--- src/rtl/cell_ingress_pkg.sv ---
// Shared definitions for the wide cell ingress buffer.
// Assumes one bus word carries OCTETS_PER_WORD octets.
package cell_ingress_pkg;

    localparam int unsigned OCTETS_PER_WORD = 20;

    typedef enum logic [1:0] {
        SZ_75 = 2'd0,
        SZ_79 = 2'd1,
        SZ_83 = 2'd2,
        SZ_91 = 2'd3
    } cell_size_e;

    // Octet count of a cell for a size code
    function automatic int unsigned cell_octets(cell_size_e s);
        case (s)
            SZ_75:   return 75;
            SZ_79:   return 79;
            SZ_83:   return 83;
            default: return 91;
        endcase
    endfunction

    // Bus words needed for one cell (octets rounded up to whole words)
    function automatic int unsigned cell_words(cell_size_e s);
        return (cell_octets(s) + OCTETS_PER_WORD - 1) / OCTETS_PER_WORD;
    endfunction

endpackage

--- src/rtl/cell_run_tracker.sv ---
// Tracks one valid run at a time. It counts the words of the run, requests
// a FIFO write for each word up to the configured count, and on the first low
// cycle of valid decides whether the run is committed or discarded.
// Assumes words_per_cell is stable while a run is in progress.
module cell_run_tracker #(
    parameter int CW = 3
) (
    input  logic          clk,
    input  logic          rst_n,
    input  logic          in_valid,
    input  logic [CW-1:0] words_per_cell,
    input  logic          drop,
    output logic          wr_req,
    output logic          wr_last,
    output logic          commit,
    output logic          discard,
    output logic          len_err
);
    logic [CW-1:0] cnt;
    logic          prev_valid;
    logic          dropped_q;
    logic          run_end;

    // Write requests stop once the configured count is reached
    assign wr_req  = in_valid && (cnt < words_per_cell);
    assign wr_last = (cnt == words_per_cell - CW'(1));
    assign run_end = !in_valid && prev_valid;
    assign commit  = run_end && (cnt == words_per_cell) && !dropped_q;
    assign discard = run_end && !commit;

    // Run counter (saturating one past the cell length) and drop memory
    always_ff @(posedge clk) begin
        if (!rst_n) begin
            cnt        <= '0;
            prev_valid <= 1'b0;
            dropped_q  <= 1'b0;
        end else begin
            prev_valid <= in_valid;
            if (in_valid) begin
                if (cnt <= words_per_cell) cnt <= cnt + CW'(1);
                if (drop) dropped_q <= 1'b1;
            end else begin
                cnt       <= '0;
                dropped_q <= 1'b0;
            end
        end
    end

    // Sticky length-error flag
    always_ff @(posedge clk) begin
        if (!rst_n)                                         len_err <= 1'b0;
        else if (run_end && (cnt != words_per_cell))        len_err <= 1'b1;
    end

    AST_COMMIT_NEEDS_LAST: assert property (@(posedge clk) disable iff (!rst_n)
        commit |-> $past(in_valid && wr_last));
    AST_LEN_ERR_STICKY: assert property (@(posedge clk) disable iff (!rst_n)
        len_err |=> len_err);

endmodule

--- src/rtl/cell_store.sv ---
// FIFO with a tentative write pointer. Words of a cell in progress are
// written ahead of the committed pointer and are only released to the read
// side on commit. A discard rolls the tentative pointer back.
// Assumes DEPTH is a power of two and commit/discard never coincide with a write.
module cell_store #(
    parameter  int DATA_W = 160,
    parameter  int DEPTH  = 16,
    localparam int AW     = $clog2(DEPTH),
    localparam int PW     = AW + 1
) (
    input  logic              clk,
    input  logic              rst_n,
    input  logic              wr_req,
    input  logic [DATA_W-1:0] wr_data,
    input  logic              wr_last,
    input  logic              commit,
    input  logic              discard,
    input  logic              rd_take,
    output logic              rd_valid,
    output logic [DATA_W-1:0] rd_data,
    output logic              rd_last,
    output logic [PW-1:0]     occupancy,
    output logic              drop,
    output logic              ovf
);
    logic [DATA_W:0] mem [DEPTH];
    logic [PW-1:0]   wr_tmp;
    logic [PW-1:0]   wr_ptr;
    logic [PW-1:0]   rd_ptr;
    logic            full;

    assign occupancy = wr_tmp - rd_ptr;
    assign full      = (occupancy == PW'(DEPTH));
    assign drop      = wr_req && full;
    assign rd_valid  = (wr_ptr != rd_ptr);
    assign {rd_last, rd_data} = mem[rd_ptr[AW-1:0]];

    // Storage write of an accepted word with its end-of-cell marker
    always_ff @(posedge clk) begin
        if (wr_req && !full) mem[wr_tmp[AW-1:0]] <= {wr_last, wr_data};
    end

    // Tentative, committed and read pointers
    always_ff @(posedge clk) begin
        if (!rst_n) begin
            wr_tmp <= '0;
            wr_ptr <= '0;
            rd_ptr <= '0;
        end else begin
            if (wr_req && !full) wr_tmp <= wr_tmp + PW'(1);
            if (commit)          wr_ptr <= wr_tmp;
            if (discard)         wr_tmp <= wr_ptr;
            if (rd_take && rd_valid) rd_ptr <= rd_ptr + PW'(1);
        end
    end

    // Sticky overflow flag
    always_ff @(posedge clk) begin
        if (!rst_n)    ovf <= 1'b0;
        else if (drop) ovf <= 1'b1;
    end

    AST_OCC_BOUNDED: assert property (@(posedge clk) disable iff (!rst_n)
        occupancy <= PW'(DEPTH));
    AST_OVF_STICKY: assert property (@(posedge clk) disable iff (!rst_n)
        ovf |=> ovf);
    AST_DISCARD_ROLLBACK: assert property (@(posedge clk) disable iff (!rst_n)
        discard |=> (PW'(wr_tmp - wr_ptr) <= PW'(1)));
    AST_HOLD_UNTIL_TAKEN: assert property (@(posedge clk) disable iff (!rst_n)
        (rd_valid && !rd_take) |=> (rd_valid && $stable(rd_data) && $stable(rd_last)));

endmodule

--- src/rtl/bp_gen.sv ---
// Backpressure decision. Raised while free space is below two whole cells,
// so that a sender may finish its current cell and send one more.
// Assumes occupancy already includes words of a cell in progress.
module bp_gen #(
    parameter  int DEPTH = 16,
    parameter  int CW    = 3,
    localparam int PW    = $clog2(DEPTH) + 1
) (
    input  logic [PW-1:0] occupancy,
    input  logic [CW-1:0] words_per_cell,
    output logic          bp
);
    logic [PW:0] free_w;
    logic [PW:0] reserve_w;

    // Compare free space against a two-cell reserve
    always_comb begin
        free_w    = (PW+1)'(DEPTH) - {1'b0, occupancy};
        reserve_w = (PW+1)'({words_per_cell, 1'b0});
        bp        = (free_w < reserve_w);
    end

endmodule

--- src/rtl/cell_ingress.sv ---
// Top of the wide cell ingress buffer: decodes the size code, tracks valid
// runs, stores cells and produces advisory backpressure.
// Assumes cell_size is static while cells are arriving and DEPTH >= 2 cells.
module cell_ingress
    import cell_ingress_pkg::*;
#(
    parameter  int DATA_W    = 160,
    parameter  int DEPTH     = 16,
    parameter  int MAX_WORDS = 5,
    localparam int CW        = $clog2(MAX_WORDS + 2),
    localparam int PW        = $clog2(DEPTH) + 1
) (
    input  logic              clk,
    input  logic              rst_n,
    input  logic [1:0]        cell_size,
    input  logic [DATA_W-1:0] cell_data,
    input  logic              cell_valid,
    input  logic              drain_ready,
    output logic              drain_valid,
    output logic [DATA_W-1:0] drain_data,
    output logic              drain_last,
    output logic              backpressure,
    output logic              len_err,
    output logic              overflow
);
    logic [CW-1:0] words_per_cell;
    logic          wr_req, wr_last, commit, discard, drop;
    logic [PW-1:0] occupancy;

    assign words_per_cell = CW'(cell_words(cell_size_e'(cell_size)));

    cell_run_tracker #(.CW(CW)) i_tracker (
        .clk            (clk),
        .rst_n          (rst_n),
        .in_valid       (cell_valid),
        .words_per_cell (words_per_cell),
        .drop           (drop),
        .wr_req         (wr_req),
        .wr_last        (wr_last),
        .commit         (commit),
        .discard        (discard),
        .len_err        (len_err)
    );

    cell_store #(.DATA_W(DATA_W), .DEPTH(DEPTH)) i_store (
        .clk       (clk),
        .rst_n     (rst_n),
        .wr_req    (wr_req),
        .wr_data   (cell_data),
        .wr_last   (wr_last),
        .commit    (commit),
        .discard   (discard),
        .rd_take   (drain_ready),
        .rd_valid  (drain_valid),
        .rd_data   (drain_data),
        .rd_last   (drain_last),
        .occupancy (occupancy),
        .drop      (drop),
        .ovf       (overflow)
    );

    bp_gen #(.DEPTH(DEPTH), .CW(CW)) i_bp (
        .occupancy      (occupancy),
        .words_per_cell (words_per_cell),
        .bp             (backpressure)
    );

    AST_BP_WHEN_FULL: assert property (@(posedge clk) disable iff (!rst_n)
        (occupancy == PW'(DEPTH)) |-> backpressure);

endmodule

--- config.mk ---
export PLATFORM = sky130hd
export DESIGN_NAME = cell_ingress
export DESIGN_NICKNAME = d
export VERILOG_FILES = /design/src/rtl/cell_ingress_pkg.sv /design/src/rtl/cell_run_tracker.sv /design/src/rtl/cell_store.sv /design/src/rtl/bp_gen.sv /design/src/rtl/cell_ingress.sv
export SDC_FILE = /design/constraint.sdc
export NUM_CORES = 2
export LEC_CHECK = 0
export BUFFER_PORTS_ARGS = -buffer_cell sky130_fd_sc_hd__buf_2
export CORE_UTILIZATION = 45
export CTS_CLUSTER_DIAMETER = 80
export DETAILED_ROUTE_END_ITERATION = 6
export SYNTH_ARGS = -nofsm -noshare
export SYNTH_HDL_FRONTEND = slang
export SYNTH_SLANG_ARGS = --single-unit
--- constraint.sdc ---
create_clock -name clk -period 24.8 [get_ports clk]
set_input_delay 1.24 -clock clk [delete_from_list [all_inputs] [get_ports clk]]
set_output_delay 1.24 -clock clk [all_outputs]
set_load 0.1 [all_outputs]
==> results.py <==
metrics = {
    "outcome": {
        "status": "complete, no violations",
    },
    "finish": {
        "instances_no_fill": 7562,
        "final_util_pct": 51.7,
        "final_nets": 4692,
        "area_growth_pct": 13.9,
        "multiInputGateArea_um2": 19700,
        "fill_cells": 16800,
        "regArea_um2": 77900,
        "drive_gt1_share_pct": 32.4,
    },
    "critical_path": {
        "crit_buf_inv": 5,
        "critPathKind": "reg2out",
        "path_cells": "buf_4 -> buf_4 -> buf_4 -> buf_4 -> mux4_2 -> nor2b_1 -> a211oi_1 -> a21oi_1 -> buf_2",
        "worstSetupStartpointType": "flop",
        "reg2reg_from": "i_store.wr_tmp[0]",
        "setup.worst_path.end_class": "output port",
        "reg2reg_setup_slack_ns": 18.86,
        "max_stage_delay_ns": 0.84,
        "crit_cells": 9,
        "crit_fanout": 54,
        "worstRegToRegCells": 14,
        "crit_required_ns": 23.56,
        "crit_family": "buffers and inverters",
        "cp_common_cell": "buf_4",
        "regToRegEndpoint": "i_store.mem[7][63]",
        "critPathSlowestCell": "buf_4",
        "arrival_ns": 6.03,
    },
    "min_path": {
        "hold_path.class": "reg2reg",
        "min-delay-start": "i_store.ovf",
        "hold_end": "i_store.ovf",
        "min_path_cells": 2,
    },
    "placement": {
        "placed_cells": 7075,
        "post-dp-hpwl_um": 107000,
        "gp_congestion": 0.721,
        "port_buffers": 329,
    },
    "timing": {
        "whs_ns": 0.482,
        "setup_viol": 0,
        "timing_hold_violations_final": 0,
        "finClkSkew_ns": 0.0700,
        "max_freq_mhz": 138,
        "slew_violations": 0,
        "relSlewSlack_pct": 24.5,
        "rsz0062_at_grt": "false",
        "fin_crit_sh_pct": 29.3,
        "fin_crit_ns": 7.27,
        "setup_tns_ns": 0,
        "worst_slew_pin_slew_ns": 1.13,
    },
    "cts": {
        "cts_root_buf": "clkbuf_16",
        "cts_resized": 0,
        "clk_latency_ns": 0.94,
        "clk_pin_slew_ns": 0.06,
        "postCtsHoldBufs": 0,
        "clock-sinks": 2602,
        "numCtsBuffers": 287,
        "htreeDepth": 5,
        "cts_setup_buffers": 0,
        "cts_max_path_buffers": 4,
        "cts_tree": "done",
    },
    "power_and_ir_drop": {
        "p_leak_nw": 34.1,
        "power_density_nw_per_um2": 82.9,
        "peakVddDrop_mv": 0.0572,
        "power.total_w": 0.00930,
    },
    "route": {
        "wire_per_inst_um": 29.6,
        "firstDrtPassIters": 7,
        "detail-route-antenna-nets": 0,
        "drt-total-wl_um": 224000,
        "drc": 0,
        "vias": 44300,
        "routed_via_density": 5.85,
        "first_iter_violations": 4085,
    },
    "floorplan": {
        "ioPinCount": 331,
        "rows": 171,
        "start_util_pct": 45.4,
        "die_w_um": 470,
        "die_y_um": 470,
        "dieArea_um2": 221000,
        "core_area_um2": 217000,
    },
    "logic_synthesis": {
        "synthSimpleGateAreaFrac_pct": 0.846,
        "yosysWarnings": 0,
        "synth_xor_area_share_pct": 0.151,
        "synth-compound-area-share_pct": 1.23,
        "syn_area_um2": 98600,
        "synth_seq_cells": 2602,
        "synth-edff-count": 2576,
        "synth_top_family_by_area": "multiplexers",
        "yosysSeqAreaShare_pct": 79.0,
        "syn_area_per_cell_um2": 24.5,
        "syn-instance-count": 4018,
        "synthFlopType": "edfxtp_1",
        "synthMuxAreaShare_pct": 17.4,
        "syn_nets": 4200,
        "async_flop_share_pct": 0,
        "synth_fa_ha_area_share_pct": 0.211,
        "ys_types": 38,
    },
    "grt": {
        "grt_pass1_vias": 46300,
        "grt_max_degree": 141,
        "grt_usage_pct": 20.3,
        "antenna_found_initial": 67,
        "grt.overflow.total": 0,
        "grt_pass1_wl_um": 324000,
    },
    "job": {
        "cap_violations": 0,
    },
}
[state kept, by name, indices dropped and copies added (netlist names), named ones only]
register,flops
i_store.wr_tmp,5
i_tracker.dropped_q,1
i_store.ovf,1
i_tracker.len_err,1
i_store.wr_ptr,5
i_store.rd_ptr,5
i_tracker.prev_valid,1
i_store.mem,2576
i_tracker.cnt,3
[worst max path at each step]
stage	end	from
after floorplan	i_store.mem[3][0]	i_store.wr_tmp[0]
after global placement	drain_data[89]	flop
after detailed placement	drain_data[89]	flop
after CTS	drain_data[89]	flop
after global routing	drain_data[150]	flop
final	drain_data[89]	flop
[routing by layer]
| layer | GRT usage, % | vias to the layer above | wire, µm |
|---|---|---|---|
| met4 | 4.61 | 52 | 3870 |
| met1 | 29.2 | 24200 | 97200 |
| met2 | 31.5 | 1320 | 106000 |
| li1 | - | 18300 | - |
| met5 | 0 | - | 324 |
| met3 | 5.19 | 352 | 16500 |
[tightest hold or removal path: cells and delay by family, from the launching register on]
family / cells / cell delay, ns
flip-flops: 1 / 0.32
AO/OA/AOI/OAI: 1 / 0.04
AND/OR/NAND/NOR: 1 / 0.08
[cells in the final DEF (no fill, tap or decap), drive strengths merged]
master	Yosys	final
a2111oi	1	1
a211oi	80	80
a21boi	1	1
a21o	2	2
a21oi	94	94
a22oi	3	3
a31oi	4	4
and3	1	1
buf	116	416
bufinv	0	17
clkbuf	97	362
clkinv	0	84
clkinvlp	0	4
conb	2	2
dfxtp	26	26
diode	0	11
edfxtp	2576	2576
fa	1	1
ha	15	15
inv	11	20
mux2i	84	84
mux4	725	725
nand2	14	14
nand2b	5	5
nand3	3	3
nand3b	3	3
nand4	2	2
nor2	37	37
nor2b	81	81
nor3	5	5
o211ai	2	2
o21a	1	1
o21ai	4	4
o22ai	2	2
or3	1	1
or3b	2	2
xnor2	9	9
xor2	8	8
[stage by stage]
step	setup WS (ns)	cell area [µm²]
global placement	18.40	104000
floorplan	10.80	98600
finish	17.53	112000
global route	17.13	112000
CTS	17.35	112000
detailed placement	18.41	104000
[cells by family after synthesis]
kind of cell / Yosys count
AOI/OAI and AO/OA: 194
xor gates and xnor gates: 17
adders and majority gates: 16
buffers and inverters: 224
DFF: 2602
muxes: 809
other: 2
and+or+nand+nor: 154
[synth_stat cells (4+ instances only)]
cell type	number	area [µm²]
a211oi_1	80	601
a21oi_1	93	465
a31oi_1	4	25.0
buf_1	11	41.3
buf_2	49	245
buf_4	45	338
buf_6	11	124
clkbuf_1	97	364
dfxtp_1	26	521
edfxtp_1	2576	77400
ha_1	15	188
inv_1	11	41.3
mux2i_1	84	841
mux4_2	725	16300
nand2_1	14	52.6
nand2b_1	5	31.3
nor2_1	37	139
nor2b_1	81	507
nor3_1	5	25.0
o21ai_0	4	20.0
xnor2_1	9	78.8
xor2_1	8	70.1
[layout make-up]
cell class	count	area share (%)
flip-flops and latches	2602	69.4
multi-input cells	1192	17.5
clock buffers	362	6.76
well taps	2854	3.18
repair buffers	416	2.22
clock inverters	114	0.877
inverters	11	0.0368
diodes	11	0.0245
[power breakdown]
part | internal, W | total (W) | switching, W
clock | 0.00233 | 0.00396 | 0.00163
combinational | 0.0000851 | 0.000432 | 0.000347
sequential | 0.00490 | 0.00491 | 0.0000125
total | 0.00732 | 0.00930 | 0.00199
Note: power is estimated with default switching activity, not from simulation.
